===== config.mk =====
export PLATFORM = sky130hd
export DESIGN_NAME = sqrt_refine
export DESIGN_NICKNAME = d
export VERILOG_FILES = /design/src/rtl/sqrt_refine_pkg.sv /design/src/rtl/sqrt_refine_residue.sv /design/src/rtl/sqrt_refine_div.sv /design/src/rtl/sqrt_refine_blend.sv /design/src/rtl/sqrt_refine.sv
export SDC_FILE = /design/constraint.sdc
export NUM_CORES = 2
export LEC_CHECK = 0
export ABC_AREA = 1
export BUFFER_PORTS_ARGS = -buffer_cell sky130_fd_sc_hd__clkbuf_2
export CAP_MARGIN = 5
export CORE_AREA = 2 2 281 283
export CTS_BUF_LIST = sky130_fd_sc_hd__clkbuf_8
export CTS_CLUSTER_SIZE = 25
export DETAILED_ROUTE_END_ITERATION = 8
export DIE_AREA = 0 0 283 285
export HOLD_SLACK_MARGIN = 0.15
export MAX_ROUTING_LAYER = met4
export PLACE_DENSITY = 0.64
export SLEW_MARGIN = 40
export SYNTH_ARGS = -nofsm -noshare
export SYNTH_HDL_FRONTEND = slang
export SYNTH_SLANG_ARGS = --single-unit

===== constraint.sdc =====
create_clock -name clk -period 19.1 [get_ports clk]
set_input_delay 0.955 -clock clk [delete_from_list [all_inputs] [get_ports clk]]
set_output_delay 0.955 -clock clk [all_outputs]
set_load 0.01 [all_outputs]

===== src/rtl/sqrt_refine_pkg.sv =====
package sqrt_refine_pkg;

  typedef enum logic [2:0] {
    ST_IDLE,
    ST_PREP,
    ST_DIV1,
    ST_CORR,
    ST_DIV2
  } refine_state_t;

endpackage


===== src/rtl/sqrt_refine_residue.sv =====
module sqrt_refine_residue #(
  parameter int IN_W   = 16,
  parameter int ROOT_W = 9,
  parameter int RES_W  = 17
) (
  input  logic [IN_W-1:0]   x,
  input  logic [ROOT_W-1:0] root,
  output logic [RES_W-1:0]  mag,
  output logic              neg,
  output logic              zero
);

  localparam int SQ_W = 2 * ROOT_W;

  logic [SQ_W-1:0] sq;
  logic [SQ_W-1:0] x_ext;
  logic [SQ_W-1:0] diff;

  assign sq    = {{ROOT_W{1'b0}}, root} * {{ROOT_W{1'b0}}, root};
  assign x_ext = {{(SQ_W-IN_W){1'b0}}, x};

  always_comb begin
    neg  = x_ext < sq;
    zero = x_ext == sq;
    diff = neg ? (sq - x_ext) : (x_ext - sq);
    mag  = diff[RES_W-1:0];
  end

endmodule


===== src/rtl/sqrt_refine_div.sv =====
module sqrt_refine_div #(
  parameter int DVD_W = 48,
  parameter int DVS_W = 26
) (
  input  logic             clk,
  input  logic             rst_n,
  input  logic             go,
  input  logic [DVD_W-1:0] dividend,
  input  logic [DVS_W-1:0] divisor,
  output logic             busy,
  output logic             done,
  output logic [DVD_W-1:0] quotient
);

  localparam int CNT_W = $clog2(DVD_W);
  localparam logic [CNT_W-1:0] LAST = CNT_W'(DVD_W - 1);

  logic [DVS_W-1:0] rem_q, rem_n;
  logic [DVS_W-1:0] dvs_q, dvs_n;
  logic [DVD_W-1:0] quo_q, quo_n;
  logic [CNT_W-1:0] cnt_q, cnt_n;
  logic             busy_q, busy_n;
  logic             done_q, done_n;
  logic             ld_en, stp_en;
  logic [DVS_W:0]   rem_sh;
  logic             fits;

  assign ld_en  = go && !busy_q;
  assign stp_en = busy_q;
  assign rem_sh = {rem_q, quo_q[DVD_W-1]};
  assign fits   = rem_sh >= {1'b0, dvs_q};

  always_comb begin
    rem_n  = rem_q;
    dvs_n  = dvs_q;
    quo_n  = quo_q;
    cnt_n  = cnt_q;
    busy_n = busy_q;
    done_n = 1'b0;
    if (ld_en) begin
      rem_n  = '0;
      dvs_n  = divisor;
      quo_n  = dividend;
      cnt_n  = LAST;
      busy_n = 1'b1;
    end else if (stp_en) begin
      rem_n = fits ? DVS_W'(rem_sh - {1'b0, dvs_q}) : rem_sh[DVS_W-1:0];
      quo_n = {quo_q[DVD_W-2:0], fits};
      if (cnt_q == '0) begin
        busy_n = 1'b0;
        done_n = 1'b1;
      end else begin
        cnt_n = cnt_q - 1'b1;
      end
    end
  end

  always_ff @(posedge clk or negedge rst_n) begin
    if (!rst_n) begin
      rem_q  <= '0;
      dvs_q  <= '0;
      quo_q  <= '0;
      cnt_q  <= '0;
      busy_q <= 1'b0;
      done_q <= 1'b0;
    end else begin
      rem_q  <= rem_n;
      dvs_q  <= dvs_n;
      quo_q  <= quo_n;
      cnt_q  <= cnt_n;
      busy_q <= busy_n;
      done_q <= done_n;
    end
  end

  assign busy     = busy_q;
  assign done     = done_q;
  assign quotient = quo_q;


  rem_bound_chk: assert property (@(posedge clk) disable iff (!rst_n)
    (busy_q && dvs_q != '0) |-> (rem_q < dvs_q));


  div_finish_chk: assert property (@(posedge clk) disable iff (!rst_n)
    done_q |-> $past(busy_q));

endmodule


===== src/rtl/sqrt_refine_blend.sv =====
module sqrt_refine_blend #(
  parameter int ROOT_W = 9,
  parameter int FRAC_W = 16,
  parameter int D_W    = 24,
  parameter int S_W    = 25,
  parameter int OUT_W  = 24,
  parameter int DVD_W  = 48
) (
  input  logic [ROOT_W-1:0] root,
  input  logic [D_W-1:0]    step,
  input  logic              neg,
  input  logic [S_W-1:0]    stepped,
  input  logic [DVD_W-1:0]  corr,
  output logic [S_W-1:0]    stepped_calc,
  output logic [OUT_W-1:0]  result_calc
);

  logic [S_W-1:0] base;
  logic [S_W-1:0] step_ext;
  logic [S_W-1:0] diff;
  logic           corr_big;

  assign base     = {root, {FRAC_W{1'b0}}};
  assign step_ext = {{(S_W-D_W){1'b0}}, step};
  assign corr_big = (|corr[DVD_W-1:S_W]) || (corr[S_W-1:0] > stepped);

  always_comb begin
    stepped_calc = neg ? (base - step_ext) : (base + step_ext);
    diff         = corr_big ? '0 : (stepped - corr[S_W-1:0]);
    if (|diff[S_W-1:OUT_W]) begin
      result_calc = '1;
    end else begin
      result_calc = diff[OUT_W-1:0];
    end
  end

endmodule


===== src/rtl/sqrt_refine.sv =====
module sqrt_refine #(
  parameter int IN_W   = 16,
  parameter int FRAC_W = 16
) (
  input  logic                          clk,
  input  logic                          rst_n,
  input  logic                          start,
  input  logic [IN_W-1:0]               x_in,
  input  logic [IN_W/2:0]               root_in,
  output logic                          busy,
  output logic                          done,
  output logic [IN_W/2+FRAC_W-1:0]      root_out
);
  import sqrt_refine_pkg::*;

  localparam int ROOT_W = IN_W / 2 + 1;
  localparam int OUT_W  = IN_W / 2 + FRAC_W;
  localparam int RES_W  = IN_W + 1;
  localparam int D_W    = OUT_W;
  localparam int S_W    = OUT_W + 1;
  localparam int DVD_W  = 2 * D_W;
  localparam int DVS_W  = S_W + 1;

  refine_state_t     state_q, state_n;
  logic [IN_W-1:0]   x_q, x_n;
  logic [ROOT_W-1:0] root_q, root_n;
  logic              neg_q, neg_n;
  logic [D_W-1:0]    d_q, d_n;
  logic [S_W-1:0]    s_q, s_n;
  logic [OUT_W-1:0]  res_q, res_n;
  logic              done_q, done_n;

  logic              accept_en;
  logic [RES_W-1:0]  r_mag;
  logic              r_neg, r_zero;
  logic              div_go, div_busy, div_done;
  logic [DVD_W-1:0]  div_dvd, div_quo;
  logic [DVS_W-1:0]  div_dvs;
  logic [DVD_W-1:0]  d_sq;
  logic [S_W-1:0]    s_calc;
  logic [OUT_W-1:0]  res_calc;

  sqrt_refine_residue #(.IN_W(IN_W), .ROOT_W(ROOT_W), .RES_W(RES_W)) u_residue (
    .x    (x_q),
    .root (root_q),
    .mag  (r_mag),
    .neg  (r_neg),
    .zero (r_zero)
  );

  sqrt_refine_div #(.DVD_W(DVD_W), .DVS_W(DVS_W)) u_div (
    .clk      (clk),
    .rst_n    (rst_n),
    .go       (div_go),
    .dividend (div_dvd),
    .divisor  (div_dvs),
    .busy     (div_busy),
    .done     (div_done),
    .quotient (div_quo)
  );

  sqrt_refine_blend #(.ROOT_W(ROOT_W), .FRAC_W(FRAC_W), .D_W(D_W), .S_W(S_W),
                      .OUT_W(OUT_W), .DVD_W(DVD_W)) u_blend (
    .root         (root_q),
    .step         (d_q),
    .neg          (neg_q),
    .stepped      (s_q),
    .corr         (div_quo),
    .stepped_calc (s_calc),
    .result_calc  (res_calc)
  );

  assign d_sq      = {{D_W{1'b0}}, d_q} * {{D_W{1'b0}}, d_q};
  assign accept_en = start && (state_q == ST_IDLE);

  always_comb begin
    state_n = state_q;
    x_n     = x_q;
    root_n  = root_q;
    neg_n   = neg_q;
    d_n     = d_q;
    s_n     = s_q;
    res_n   = res_q;
    done_n  = 1'b0;
    div_go  = 1'b0;
    div_dvd = '0;
    div_dvs = '0;
    case (state_q)
      ST_IDLE: begin
        if (accept_en) begin
          x_n     = x_in;
          root_n  = root_in;
          state_n = ST_PREP;
        end
      end
      ST_PREP: begin
        neg_n = r_neg;
        if (r_zero) begin
          res_n   = OUT_W'({root_q, {FRAC_W{1'b0}}});
          done_n  = 1'b1;
          state_n = ST_IDLE;
        end else begin
          div_go  = 1'b1;
          div_dvd = {{(DVD_W-RES_W-FRAC_W){1'b0}}, r_mag, {FRAC_W{1'b0}}};
          div_dvs = {{(DVS_W-ROOT_W-1){1'b0}}, root_q, 1'b0};
          state_n = ST_DIV1;
        end
      end
      ST_DIV1: begin
        if (div_done) begin
          d_n     = div_quo[D_W-1:0];
          state_n = ST_CORR;
        end
      end
      ST_CORR: begin
        s_n     = s_calc;
        div_go  = 1'b1;
        div_dvd = d_sq;
        div_dvs = {s_calc, 1'b0};
        state_n = ST_DIV2;
      end
      ST_DIV2: begin
        if (div_done) begin
          res_n   = res_calc;
          done_n  = 1'b1;
          state_n = ST_IDLE;
        end
      end
      default: state_n = ST_IDLE;
    endcase
  end

  always_ff @(posedge clk or negedge rst_n) begin
    if (!rst_n) begin
      state_q <= ST_IDLE;
      x_q     <= '0;
      root_q  <= '0;
      neg_q   <= 1'b0;
      d_q     <= '0;
      s_q     <= '0;
      res_q   <= '0;
      done_q  <= 1'b0;
    end else begin
      state_q <= state_n;
      x_q     <= x_n;
      root_q  <= root_n;
      neg_q   <= neg_n;
      d_q     <= d_n;
      s_q     <= s_n;
      res_q   <= res_n;
      done_q  <= done_n;
    end
  end

  assign busy     = state_q != ST_IDLE;
  assign done     = done_q;
  assign root_out = res_q;


  operand_hold_chk: assert property (@(posedge clk) disable iff (!rst_n)
    busy |=> ($stable(x_q) && $stable(root_q)));


  exact_square_chk: assert property (@(posedge clk) disable iff (!rst_n)
    (state_q == ST_PREP && r_zero) |=>
      (done_q && ({1'b0, res_q} == {$past(root_q), {FRAC_W{1'b0}}})));


  add_side_chk: assert property (@(posedge clk) disable iff (!rst_n)
    (done_q && !neg_q) |-> ({1'b0, res_q} >= {root_q, {FRAC_W{1'b0}}}));


  sub_side_chk: assert property (@(posedge clk) disable iff (!rst_n)
    (done_q && neg_q) |-> ({1'b0, res_q} <= {root_q, {FRAC_W{1'b0}}}));


  single_pulse_chk: assert property (@(posedge clk) disable iff (!rst_n)
    done_q |=> !done_q);


  one_division_chk: assert property (@(posedge clk) disable iff (!rst_n)
    div_go |-> !div_busy);

endmodule


# Word-level counts from Yosys, hierarchy flattened

Index checks and enable logic that the tools add are counted.

Register bits after elaboration: 211
Input port bits: 28
Word-level logic and storage cells: 86

Add/subtract/negate cells: 7
$mul: 2
$lt $le $gt $ge: 3
Equal/unequal tests: 10
Mux-type cells: 35
Reductions and logical operators: 15

Operators by type and width:

| kind             | number |
|---|---|
| $mux 48          | 2 |
| $pmux 48 s2      | 1 |
| $mux 26          | 3 |
| $mux 24          | 3 |
| $pmux 26 s2      | 1 |
| $mux 25          | 2 |
| $mul 24x24->48   | 1 |
| $pmux 24 s2      | 1 |
| $mux 33          | 1 |
| $ge 27x26->1     | 1 |
| $sub 26x26->26   | 1 |
| $add 25x24->25   | 1 |
| $gt 25x25->1     | 1 |
| $sub 25x24->25   | 1 |
| $sub 25x25->25   | 1 |
| $reduce_or 23->1 | 1 |
| $eq 16x18->1     | 1 |
| $lt 16x18->1     | 1 |
| $mul 9x9->18     | 1 |
| $mux 6           | 3 |
| $mux 17          | 1 |
| $sub 16x17->17   | 1 |
| $sub 17x16->17   | 1 |
| $pmux 3 s5       | 1 |
| other kinds (20) | 40 |

# Depth between registers and ports, before layout

Depth in word-level cells: 7
Depth in mapped cells: 36

# Hierarchy

Synthesis repeated with hierarchy kept, for this count alone.

Cell total of the unflattened synthesis: 5272
Area total of the unflattened synthesis: 37392.1 um2

Modules (own cells, without submodules):

| module              | instances | cells each | area an instance (um2) | seq. area each (um2) |
|---|---|---|---|---|
| sqrt_refine         | 1         | 2856       | 22435.3                | 2577.5 |
| sqrt_refine_div     | 1         | 961        | 6859.1                 | 2702.6 |
| sqrt_refine_residue | 1         | 737        | 4391.7                 | 0.0 |
| sqrt_refine_blend   | 1         | 718        | 3706.1                 | 0.0 |

# Worst setup path after synthesis

OpenSTA, ideal clock, no wires.

Path type: register to register
From: reg d_q[14]
To: reg u_div.quo_q[17] (netlist: u_div.quotient[17])
Data arrival time: 6.370 ns
Required time: 18.984 ns
Setup slack: 12.614 ns
Cell stages (with the launch flop): 30
Period minus slack after synthesis: 6.486 ns
Cell sequence: dfrtp_1 -> clkbuf_1 -> buf_1 -> nand2_1 -> fa_1 -> inv_1 -> fa_1 -> inv_1 -> fa_1 -> inv_1 -> fa_1 -> inv_1 -> fa_1 -> inv_1 -> fa_1 -> inv_1 -> fa_1 -> inv_1 -> ha_1 -> nand2_1 -> inv_1 -> a21oi_1 -> o21ai_0 -> inv_1 -> o21ai_0 -> or2_2 -> nand3_1 -> nand2_1 -> nand2_1 -> nand2_1

Cells in the longest elaborated chain, start to end: 3

RTL lines:

| what                   | line                  | text |
|---|---|---|
| from (decl)            | sqrt_refine.sv:28     | `logic [D_W-1:0] d_q, d_n;` |
| from (signal assigned) | sqrt_refine.sv:148    | `d_q <= d_n;` |
| $mul 24x24->48         | sqrt_refine.sv:73     | `assign d_sq = {{D_W{1'b0}}, d_q} * {{D_W{1'b0}}, d_q};` |
| $pmux 48 s2            | sqrt_refine.sv:88     | `case (state_q)` |
| $mux 48                | sqrt_refine_div.sv:40 | `if (ld_en) begin` |
| to (signal assigned)   | sqrt_refine_div.sv:69 | `quo_q <= quo_n;` |
| to (decl)              | sqrt_refine_div.sv:20 | `logic [DVD_W-1:0] quo_q, quo_n;` |

No other way between the ends.
A chain may end at the register's enable or synchronous reset.

# Worst setup path in the final report

From: reg root_q[2]
To: reg u_div.quo_q[46] (netlist: u_div.quotient[46])

Cells in the longest elaborated chain, start to end: 6
Elaborated cells between the ends (all ways): 7
Those cells by class: 1 x mul; 1 x eq/ne; 3 x mux; 2 x reduce/logical

RTL lines:

| what                                         | line                      | text |
|---|---|---|
| from (decl)                                  | sqrt_refine.sv:26         | `logic [ROOT_W-1:0] root_q, root_n;` |
| from (signal assigned)                       | sqrt_refine.sv:146        | `root_q <= root_n;` |
| $mul 9x9->18 (*)                             | sqrt_refine_residue.sv:19 | `assign sq = {{ROOT_W{1'b0}}, root} * {{ROOT_W{1'b0}}, root};` |
| $eq 16x18->1 (*)                             | sqrt_refine_residue.sv:24 | `zero = x_ext == sq;` |
| $mux 1 (*)                                   | sqrt_refine.sv:98         | `if (r_zero) begin` |
| $pmux 1 s2 (*)                               | sqrt_refine.sv:88         |  |
| $logic_and 1x1->1 (*)                        | sqrt_refine_div.sv:28     | `assign ld_en = go && !busy_q;` |
| $mux 48 or $reduce_bool 2->1 (tied branches) | --                        |  |

Mark *: on every way between the ends. The rest lies on a longest branch, timed or not.

==> impl_metrics.py <==
metrics = {
    "critical_path": {
        "crit_required_ns": 19.64,
        "cp_max_fo": 42,
        "arrival_ns": 8.41,
        "cpMostUsedCell": "nand2_1",
        "crit_type": "flip-flop to flip-flop",
        "critical_path.slowest_cell": "inv_2",
        "end_kind": "flip-flop",
        "start_kind": "flip-flop",
        "cpPeakStageDelay_ns": 0.85,
    },
    "drt": {
        "ant_nets": 0,
        "drtIter0Drc": 2312,
        "num_vias": 29980,
        "drc": 0,
        "first_pass_iters": 6,
        "wl_um": 103000,
        "detail_route.vias_per_cell": 5.133,
        "wl_per_cell_um": 17.63,
    },
    "timing": {
        "rsz0062_at_grt": "false",
        "setup_tns_ns": 0,
        "finalSetupViolCount": 0,
        "fmax_mhz": 127.0,
        "worst_slew_pin_slew_ns": 0.8596,
        "min_period_ns": 7.875,
        "relSlewSlack_pct": 42.69,
        "hold_viol": 0,
        "skew_ns": 0.05119,
        "post-route-period-util_pct": 41.23,
        "final_max_slew_viol_count": 0,
        "hold_slack_ns": 0.3462,
    },
    "cells_and_area": {
        "final_util_pct": 47.37,
        "syn_to_final_growth_pct": 6.233,
        "multi_input_area_sq_um": 24580,
        "seqCellArea_sq_um": 5259,
        "fin_cells": 5840,
        "drive_above_1_share_pct": 4.573,
        "num-fill-cells": 7869,
        "nets": 5558,
    },
    "logic_synthesis": {
        "ys_seq_elements": 210,
        "syn_nets": 5573,
        "syn_inst": 4772,
        "yosys_warnings": 0,
        "synth.cell_area_sq_um": 34770,
        "synth_edf_count": 0,
        "ys_seq_area_share_pct": 15.12,
        "synth_cell_types": 48,
        "avgSynthCellArea_sq_um": 7.285,
        "synthArstFlopShare_pct": 100.0,
        "synthFlopType": "dfrtp_1",
    },
    "clock_tree": {
        "htreeDepth": 2,
        "cts_tree": "done",
        "path_clk_slew_ns": 0.07,
        "cts_root_buffer": "clkbuf_8",
        "post_cts_buffers": 0,
        "cts_resized": 0,
        "cts_sinks": 210,
        "hold_buffers": 0,
        "cts_buffers": 40,
        "clock_latency_ns": 0.64,
        "clk_path_buf_depth": 3,
    },
    "global_routing": {
        "grt_first_pass_wirelength_um": 166400,
        "track_usage_pct": 26.82,
        "grt_max_degree": 86,
        "antenna_found_initial": 2,
        "grt_pass1_vias": 30450,
        "grt-ovfl-total": 0,
    },
    "place": {
        "dp_cells": 5765,
        "gp_congestion": 0.9983,
        "hpwlAfterDp_um": 83580,
        "portBuffers": 53,
    },
    "floorplanning": {
        "die_h_um": 285,
        "rows": 103,
        "ios": 54,
        "start_util_pct": 44.59,
        "fp.coreArea_sq_um": 77970,
        "die_w_um": 283,
        "dieArea_sq_um": 80660,
    },
    "status": {
        "run_status": "complete, no violations",
    },
    "worst_hold_path": {
        "hp-class": "primary input to async pin",
    },
    "run": {
        "drv_cap": 0,
    },
}
[critical path, delay by kind of cell, from the launching register on]
family | cells | cell delay (ns)
AND/OR/NAND/NOR | 13 | 2.23
buffers and inverters | 7 | 1.21
XOR/XNOR | 1 | 0.24
flip-flops | 1 | 0.64
AO/OA/AOI/OAI | 3 | 0.61
adder cells (fa/ha/maj) | 6 | 2.80
[metrics by stage]
stage                     setup WS (ns)  instance area [sq um]
final                             11.23                  36930
after global routing              10.56                  36930
after CTS                         11.27                  36930
after detailed placement          11.28                  36020
after global placement            11.42                  36010
after floorplan                   12.61                  34770
[Yosys cell counts (3+ instances only)]
master	count	share of area, %
o21ai_1	23	0.33
buf_1	17	0.18
nor4_1	11	0.20
nor3_1	28	0.40
o211ai_1	12	0.26
a21boi_0	4	0.086
o21a_1	7	0.15
or2_0	3	0.054
nor2_2	4	0.072
nand2_1	1216	13
a21oi_1	246	3.5
or2_2	20	0.36
nand4_1	43	0.77
o22ai_2	3	0.11
buf_4	5	0.11
a31oi_1	4	0.072
buf_6	5	0.16
xnor2_1	40	1.0
buf_2	20	0.29
nand3b_1	13	0.28
nand3_1	193	2.8
inv_1	1139	12
nor2_1	292	3.2
o22ai_1	7	0.13
clkbuf_1	99	1.1
and2_1	5	0.090
a21o_1	18	0.39
nand2_2	5	0.090
o21bai_1	27	0.58
xor2_1	47	1.2
o211ai_2	10	0.36
dfrtp_1	210	15
o21ai_0	199	2.9
inv_2	9	0.097
ha_1	310	11
fa_1	463	27
[state kept, by name, indices dropped and copies added, names as in the netlist, 9 cells and up]
name / count
u_div.dvs_q: 25
s_q: 25
root_q: 9
d_q: 24
u_div.quotient: 48
u_div.rem_q: 26
x_q: 16
root_out: 24
[final timing paths]
kind,slack (ns),cells after the start,endpoint,start
setup / recovery,11.23,30,u_div.quotient[46]$_DFFE_PN0P_,root_q[2]$_DFFE_PN0P_
hold / removal,0.35,1,d_q[13]$_DFFE_PN0P_,rst_n
setup reg to reg,11.23,30,u_div.quotient[46]$_DFFE_PN0P_,root_q[2]$_DFFE_PN0P_
hold reg to reg,0.47,1,state_q[0]$_DFFE_PN0P_,state_q[2]$_DFFE_PN0P_
max in group asynchronous,16.97,3,x_q[15]$_DFFE_PN0P_,rst_n
min in group clk,0.47,1,state_q[0]$_DFFE_PN0P_,state_q[2]$_DFFE_PN0P_
[metal layers]
metal	up-vias	share of wire, %	track usage, %
met2	912	46	42.40
met4	0	2.9	7.766
met1	14560	45	36.53
met3	142	6.1	2.904
li1	14360	-	-
met5	-	0	-
[cells in the final DEF, fill, tap and decap left out, drive strengths merged]
master	count
ha	310
nor3b	1
o22ai	10
a21oi	246
or2	23
o21ai	222
bufinv	5
a21o	18
inv	1161
buf	38
nor2	298
a21boi	4
nand3	196
nand4	43
a31o	2
a22oi	1
clkinv	7
nand2	1221
diode	1
a2111oi	1
o21a	7
nand3b	13
fa	463
xor2	47
a31oi	4
nor3	29
xnor2	40
nand2b	1
clkbuf	99
dfrtp	210
nor4	11
a221oi	1
o21bai	27
o31ai	1
o211ai	22
clkinvlp	2
and2	5
[cell type report]
class | count | share of cell area (%)
timing repair buffer | 90 | 1.518
tap | 1050 | 3.557
inverter | 1148 | 11.67
clock inverter | 27 | 0.7080
sequential | 210 | 14.24
clock buffer | 47 | 1.751
multi-input combinational | 3267 | 66.55
antenna | 1 | 0.006776
[cells by family (layout without fill, tap and decap cells)]
logic type | after synthesis | count (layout) | share of synthesized area [%]
and+or+nand+nor | 1841 | 1841 | 21.64
AOI/OAI and AO/OA | 566 | 566 | 9.015
DFF | 210 | 210 | 15.12
other | 0 | 1 | 0
adders and majority gates | 773 | 773 | 37.82
buffers and inverters | 1295 | 1312 | 14.22
xor gates and xnor gates | 87 | 87 | 2.192
Power is not shown: default switching activity piles up to over one toggle a cycle in this logic, so the estimate is an artifact.
